## src/rtl/sxe_pkg.sv

```systemverilog
package sxe_pkg;

    typedef enum logic [2:0] {
        SX_IDLE  = 3'd0,
        SX_ERASE = 3'd1,
        SX_PROG  = 3'd2,
        SX_CLEAR = 3'd3,
        SX_LOAD  = 3'd4,
        SX_HOLD  = 3'd5,
        SX_DONE  = 3'd6
    } sx_state_t;

    // Effective busy length: never shorter than the two-phase walk.
    function automatic int sxe_len(input int cycles, input int depth);
        return (cycles < 2 * depth) ? 2 * depth : cycles;
    endfunction

endpackage

```

## src/rtl/sxe_word_array.sv

```systemverilog
module sxe_word_array #(
    parameter int WIDTH = 8,
    parameter int DEPTH = 16,
    parameter int NRD   = 1,
    parameter int AW    = $clog2(DEPTH)
) (
    input  logic                       clk,
    input  logic                       rst_n,
    input  logic                       we,
    input  logic [AW-1:0]              waddr,
    input  logic [WIDTH-1:0]           wdata,
    input  logic [NRD-1:0][AW-1:0]     raddr,
    output logic [NRD-1:0][WIDTH-1:0]  rdata
);

    logic [WIDTH-1:0] mem [DEPTH];

    always_ff @(posedge clk or negedge rst_n) begin
        if (!rst_n) begin
            for (int i = 0; i < DEPTH; i++) begin
                mem[i] <= '0;
            end
        end else if (we) begin
            mem[waddr] <= wdata;
        end
    end

    for (genvar p = 0; p < NRD; p++) begin : g_rd
        assign rdata[p] = mem[raddr[p]];
    end

endmodule

```

## src/rtl/sxe_ctrl.sv

```systemverilog
module sxe_ctrl
    import sxe_pkg::*;
#(
    parameter int DEPTH = 16,
    parameter int S_LEN = 400,
    parameter int R_LEN = 40,
    parameter int AW    = $clog2(DEPTH)
) (
    input  logic          clk,
    input  logic          rst_n,
    input  logic          store_go,
    input  logic          recall_go,
    output sx_state_t     state,
    output logic [AW-1:0] idx,
    output logic          busy,
    output logic          done,
    output logic          sh_we,
    output logic          sh_prog,
    output logic          wk_we,
    output logic          wk_load
);

    localparam int MAXL = (S_LEN > R_LEN) ? S_LEN : R_LEN;
    localparam int CW   = $clog2(MAXL + 1);
    localparam logic [CW-1:0] S_LAST = CW'(S_LEN - 1);
    localparam logic [CW-1:0] R_LAST = CW'(R_LEN - 1);
    localparam logic [AW-1:0] IDX_LAST = AW'(DEPTH - 1);

    sx_state_t     nxt;
    logic [CW-1:0] cnt;
    logic          op_store;
    logic          walking;
    logic          idx_last;
    logic          time_up;

    assign idx_last = (idx == IDX_LAST);
    assign time_up  = busy && (cnt == (op_store ? S_LAST : R_LAST));

    // State register, duration counter and walk index.
    always_ff @(posedge clk or negedge rst_n) begin
        if (!rst_n) begin
            state    <= SX_IDLE;
            cnt      <= '0;
            idx      <= '0;
            op_store <= 1'b0;
        end else begin
            state <= nxt;
            if (state == SX_IDLE) begin
                cnt      <= '0;
                idx      <= '0;
                op_store <= store_go;
            end else begin
                cnt <= cnt + 1'b1;
                if (walking) begin
                    idx <= idx_last ? '0 : idx + 1'b1;
                end
            end
        end
    end

    // Next-state logic.
    always_comb begin
        nxt = state;
        unique case (state)
            SX_IDLE: begin
                if (store_go)       nxt = SX_ERASE;
                else if (recall_go) nxt = SX_CLEAR;
            end
            SX_ERASE: if (idx_last) nxt = SX_PROG;
            SX_PROG:  if (idx_last) nxt = SX_HOLD;
            SX_CLEAR: if (idx_last) nxt = SX_LOAD;
            SX_LOAD:  if (idx_last) nxt = SX_HOLD;
            SX_HOLD:  nxt = SX_HOLD;
            SX_DONE:  nxt = SX_IDLE;
            default:  nxt = SX_IDLE;
        endcase
        if (time_up) nxt = SX_DONE;
    end

    // Output decode.
    always_comb begin
        busy    = 1'b0;
        done    = 1'b0;
        sh_we   = 1'b0;
        sh_prog = 1'b0;
        wk_we   = 1'b0;
        wk_load = 1'b0;
        walking = 1'b0;
        unique case (state)
            SX_IDLE:  ;
            SX_ERASE: begin busy = 1'b1; sh_we = 1'b1; walking = 1'b1; end
            SX_PROG:  begin busy = 1'b1; sh_we = 1'b1; sh_prog = 1'b1; walking = 1'b1; end
            SX_CLEAR: begin busy = 1'b1; wk_we = 1'b1; walking = 1'b1; end
            SX_LOAD:  begin busy = 1'b1; wk_we = 1'b1; wk_load = 1'b1; walking = 1'b1; end
            SX_HOLD:  busy = 1'b1;
            SX_DONE:  done = 1'b1;
            default:  ;
        endcase
    end

endmodule

```

## src/rtl/shadow_xfer_engine.sv

```systemverilog
module shadow_xfer_engine
    import sxe_pkg::*;
#(
    parameter int WIDTH         = 8,
    parameter int DEPTH         = 16,
    parameter int STORE_CYCLES  = 400,
    parameter int RECALL_CYCLES = 40,
    localparam int AW = $clog2(DEPTH)
) (
    input  logic             clk,
    input  logic             rst_n,
    input  logic             store_go,
    input  logic             recall_go,
    input  logic             host_en,
    input  logic             host_we,
    input  logic [AW-1:0]    host_addr,
    input  logic [WIDTH-1:0] host_wdata,
    output logic [WIDTH-1:0] host_rdata,
    output logic             host_rvalid,
    output logic             busy,
    output logic             done,
    output logic             port_off
);

    localparam int S_LEN = sxe_len(STORE_CYCLES, DEPTH);
    localparam int R_LEN = sxe_len(RECALL_CYCLES, DEPTH);

    sx_state_t            state;
    logic [AW-1:0]        idx;
    logic                 sh_we, sh_prog, wk_walk_we, wk_load;
    logic                 in_recall;
    logic                 host_rd, host_wr;
    logic                 wk_we;
    logic [AW-1:0]        wk_waddr;
    logic [WIDTH-1:0]     wk_wdata;
    logic [1:0][AW-1:0]   wk_raddr;
    logic [1:0][WIDTH-1:0] wk_rdata;
    logic [0:0][AW-1:0]   sh_raddr;
    logic [0:0][WIDTH-1:0] sh_rdata;
    logic [WIDTH-1:0]     sh_wdata;

    sxe_ctrl #(.DEPTH(DEPTH), .S_LEN(S_LEN), .R_LEN(R_LEN), .AW(AW)) u_ctrl (
        .clk      (clk),
        .rst_n    (rst_n),
        .store_go (store_go),
        .recall_go(recall_go),
        .state    (state),
        .idx      (idx),
        .busy     (busy),
        .done     (done),
        .sh_we    (sh_we),
        .sh_prog  (sh_prog),
        .wk_we    (wk_walk_we),
        .wk_load  (wk_load)
    );

    assign port_off  = busy;
    assign in_recall = (state == SX_CLEAR) || (state == SX_LOAD);
    assign host_rd   = host_en && !host_we && !busy;
    assign host_wr   = host_en &&  host_we && !busy;

    // Working array: walk port has priority, host port only when idle.
    assign wk_we       = wk_walk_we || host_wr;
    assign wk_waddr    = wk_walk_we ? idx : host_addr;
    assign wk_wdata    = wk_walk_we ? (wk_load ? sh_rdata[0] : '0) : host_wdata;
    assign wk_raddr[0] = host_addr;
    assign wk_raddr[1] = idx;

    sxe_word_array #(.WIDTH(WIDTH), .DEPTH(DEPTH), .NRD(2), .AW(AW)) u_work (
        .clk  (clk),
        .rst_n(rst_n),
        .we   (wk_we),
        .waddr(wk_waddr),
        .wdata(wk_wdata),
        .raddr(wk_raddr),
        .rdata(wk_rdata)
    );

    // Shadow array: erase writes zero, program writes the working word.
    assign sh_wdata    = sh_prog ? wk_rdata[1] : '0;
    assign sh_raddr[0] = idx;

    sxe_word_array #(.WIDTH(WIDTH), .DEPTH(DEPTH), .NRD(1), .AW(AW)) u_shadow (
        .clk  (clk),
        .rst_n(rst_n),
        .we   (sh_we),
        .waddr(idx),
        .wdata(sh_wdata),
        .raddr(sh_raddr),
        .rdata(sh_rdata)
    );

    // Registered host read path.
    always_ff @(posedge clk or negedge rst_n) begin
        if (!rst_n) begin
            host_rvalid <= 1'b0;
            host_rdata  <= '0;
        end else begin
            host_rvalid <= host_rd;
            host_rdata  <= host_rd ? wk_rdata[0] : '0;
        end
    end

endmodule

```

## config.mk

```make
export PLATFORM = sky130hd
export DESIGN_NAME = shadow_xfer_engine
export DESIGN_NICKNAME = d
export VERILOG_FILES = /design/src/rtl/sxe_pkg.sv /design/src/rtl/sxe_word_array.sv /design/src/rtl/sxe_ctrl.sv /design/src/rtl/shadow_xfer_engine.sv
export SDC_FILE = /design/constraint.sdc
export NUM_CORES = 1
export LEC_CHECK = 0
export BUFFER_PORTS_ARGS = -buffer_cell sky130_fd_sc_hd__buf_2
export CAP_MARGIN = 40
export CORE_ASPECT_RATIO = 0.75
export CORE_MARGIN = 5
export CORE_UTILIZATION = 57
export DETAILED_ROUTE_END_ITERATION = 8
export PLACE_DENSITY_LB_ADDON = 0.2
export SYNTH_ARGS = -nofsm -noshare
export SYNTH_HDL_FRONTEND = slang
export SYNTH_SLANG_ARGS = --single-unit
```

## constraint.sdc

```tcl
create_clock -name clk -period 2.7 [get_ports clk]
set_clock_uncertainty 0.2 [all_clocks]
set_input_delay 0.135 -clock clk [delete_from_list [all_inputs] [get_ports clk]]
set_output_delay 0.135 -clock clk [all_outputs]
set_load 0.02 [all_outputs]
```

==> flow_summary.toml <==
[sta]
rsz0062_at_grt = "false"
finalMaxSlewViolations = 0
holdWs_ps = -16.69
fin_crit_sh_pct = 97.65
setup_viol = 0
hold_violations = 1
worst_slack_ps = 63.34
fin_setup_tns_ps = 0
fmaxAchievable_mhz = 379.3
fin_crit_ps = 2637
slew_headroom_pct = 61.15
worst_pin_slew_ps = 582.7

[clock_tree]
clk_latency_ps = 540
h-tree-depth = 1
tritoncts = "built"
cts_buffer_depth = 3
cts_root_buf = "clkbuf_16"
clkSinkCount = 282
clk_pin_slew_worst_paths_ps = 60
numCtsBuffers = 29

[critical_path]
critPathArrivalTime_ps = 2860
crit_path_end_kind = "flip-flop"
crit_fanout = 7
crit_start = "u_ctrl.state[2]"
crit_end = "u_work.mem[39]"
required_ps = 2930
reg2reg_from = "u_ctrl.state[2]"
crit_path_cell_trace = "or3b_4 -> o21a_4 -> mux2_4 -> or3_4 -> buf_4 -> nor2_2 -> mux2_2"
worstReg2RegEnd = "u_work.mem[39]"
r2r_cells = 7
r2r_setup_slack_ps = 60
slowest_delay_ps = 410
cp-start-kind = "flip-flop"
cpMaxStageDelayCell = "dfrtp_1"
criticalPathCategory = "reg2reg"

[detailed_routing]
routed_wl_um = 37060
drc = 0
ant_nets = 0
viasPerCell = 6.285
vias = 9628
routedWlPerCell_um = 24.19
drt-initial-drc-count = 867
first_pass_iters = 5

[floorplan]
pin_count = 30
die_w_um = 192.0
die_area_um2 = 28130
std_cell_rows = 50
fp.dieH_um = 146.5
initial_utilization_pct = 57.31
core_um2 = 24710

[synthesis]
synth-simple-area-share_pct = 6.767
syn_inst = 1066
synth_seq_cells = 282
synth_compound_area_share_pct = 7.925
yosys-mux-area-fraction_pct = 32.16
synth_top_family_by_area = "multiplexers"
synth_ff_type = "dfrtp_1"
synth_edf_count = 0
synth_async_sr_flop_share_pct = 100.0
synth_area_um2 = 14160
synth.net_count = 1089
synth_fa_ha_area_share_pct = 0.4417
ys_warn_count = 0
synth_cell_types = 47
syn-mean-instance-area_um2 = 13.29
seq_area_frac_synth_pct = 49.83
synth_xor_area_share_pct = 0.4329

[cells_and_area]
nNetsFinal = 1196
area_growth_pct = 18.13
layout-drive-gt1-share_pct = 42.21
layout_common_cells = "dfrtp_1 (280), mux2_2 (195), buf_4 (94)"
seq_area_um2 = 7062
multi_input_area_um2 = 6903
final_common_cell = "dfrtp_1"
fill_cells = 1779
post-route-util_pct = 67.70
diodes = 0

[pwr]
p_switching_w = 0.001863
power_w = 0.008653
power_density_nw_per_um2 = 517.2
leakage_nw = 7.619
ir_drop_mv = 0.6120
switching_share_pct = 21.53
seqPwrFrac_pct = 48.8
p_int_w = 0.006790
power_frac_comb_pct = 3.7
clkPwrFrac_pct = 47.5

[place]
pre_cts_ws_ps = -77.44
place_hpwl_um = 25830
gp_congestion = 0.9246
io_buffers = 29

[status]
violations = "negative hold slack"
run_status = "finished with violations"

[global_routing]
antenna_found_initial = 0
use_met3_pct = 7.337
grt_pass1_wl_um = 58330
top_usage_layer = "met1"
grt_pass1_vias = 9718
grt_max_degree = 71
use_met1_pct = 41.17
met2_usage_pct = 38.77
global_route.overflow_total = 0
gr-usage-all-layers_pct = 26.87

[worst_hold_path]
hold_class = "in2reg"

[run]
drv_cap = 0
what timing repair did:
action	CTS	global route
cloned	0	0
hold endpoints to repair	293	0
pin swaps	0	0
endpoints found under the setup margin	69	99
hold buffers	7	0
setup buffers	0	1
gates resized for setup	10	19
kinds of logic (layout without fill, tap and decap cells):
kind of cell    count (synthesis)  after routing
mux                           346            346
fa+ha+maj                       5              5
buf+inv                        80            208
compound gates                153            153
simple gates                  193            193
xor+xnor                        7              7
flops                         282            282
layout make-up:
class	count	share of cell area, %
clock buffers	41	5.086
clock inverters	11	0.7778
inverters	5	0.1122
multi-input cells	704	41.26
flip-flops and latches	282	42.21
well taps	338	2.528
repair buffers	151	8.025
routing by layer:
| metal | vias up | wire length (µm) |
|---|---|---|
| li1 | 4242 | - |
| met1 | 4994 | 16880 |
| met2 | 331 | 16240 |
| met3 | 61 | 3137 |
| met4 | 0 | 806 |
| met5 | - | 0 |
state kept, by name (all words and copies together) (netlist names):
signal and count:
host_rdata 8, u_ctrl.op_store 1, u_ctrl.idx 4, host_rvalid 1, u_work.mem 128, u_ctrl.cnt 9
u_shadow.mem 128, u_ctrl.state 3
power by group through the flow:
stage / logic, W / clock network (W) / registers [W]
detailed placement: 0.000299 / 0 / 0.00430
CTS: 0.000312 / 0.00417 / 0.00423
global route: 0.000348 / 0.00436 / 0.00422
floorplan: 0.000104 / 0 / 0.00430
finish: 0.000316 / 0.00411 / 0.00423
global placement: 0.000297 / 0 / 0.00430
cells in the mapped netlist (2+ instances only):
cell       instances  area (µm²)
nand2b_1           7       43.79
ha_1               5       62.56
xnor2_1            3       26.28
o22a_1            24       210.2
clkbuf_1          42       157.7
or2_1              3       18.77
or2_2              7       43.79
a2bb2oi_1         24       210.2
nand3_1           21       105.1
nor2_2             9       56.30
and3_1             5       31.28
mux2_4             9       135.1
nand4_1            2       12.51
buf_1             10       37.54
buf_2             19       95.09
and2_1             2       12.51
mux2i_1           77       770.7
o21ai_0           20       100.1
mux4_2            64        1441
buf_4              2       15.01
nor3_1             4       20.02
xor2_1             4       35.03
mux2_2           195        2196
o221ai_1           2       17.52
nor2b_1           20       125.1
o32a_1             4       40.04
nand2_1           46       172.7
buf_6              2       22.52
dfrtp_1          282        7057
or3_1             10       62.56
or4b_2             2       20.02
a211oi_1          17       127.6
a22oi_1           34       255.2
inv_1              5       18.77
a21oi_1           23       115.1
nor2_1            50       187.7
worst min-delay path by stage:
| stage | from | endpoint | slack (ps) | cells after the start |
|---|---|---|---|---|
| CTS | host_wdata[4] | u_work.mem[44] | 30 | 5 |
| global placement | rst_n | u_shadow.mem[38] | -30 | 1 |
| floorplan | rst_n | host_rdata[0] | -360 | 0 |
| finish | host_wdata[3] | u_work.mem[27] | -20 | 5 |
| detailed placement | rst_n | u_shadow.mem[54] | -30 | 1 |
| global route | host_wdata[3] | u_work.mem[27] | 10 | 5 |
metrics by stage:
stage                     cells  cell area (µm²)
after floorplan            1066            14190
after global placement     1472            15540
after detailed placement   1472            15540
after CTS                  1531            16630
after global routing       1532            16730
final                      1532            16730
worst max-delay path, delay by kind of cell (launching register included):
family,cells,cell delay [ps]
DFF,1,410
muxes,2,650
buffers and inverters,1,190
and+or+nand+nor,3,940
AOI/OAI and AO/OA,1,150
Note: power is estimated with default switching activity, not from simulation.
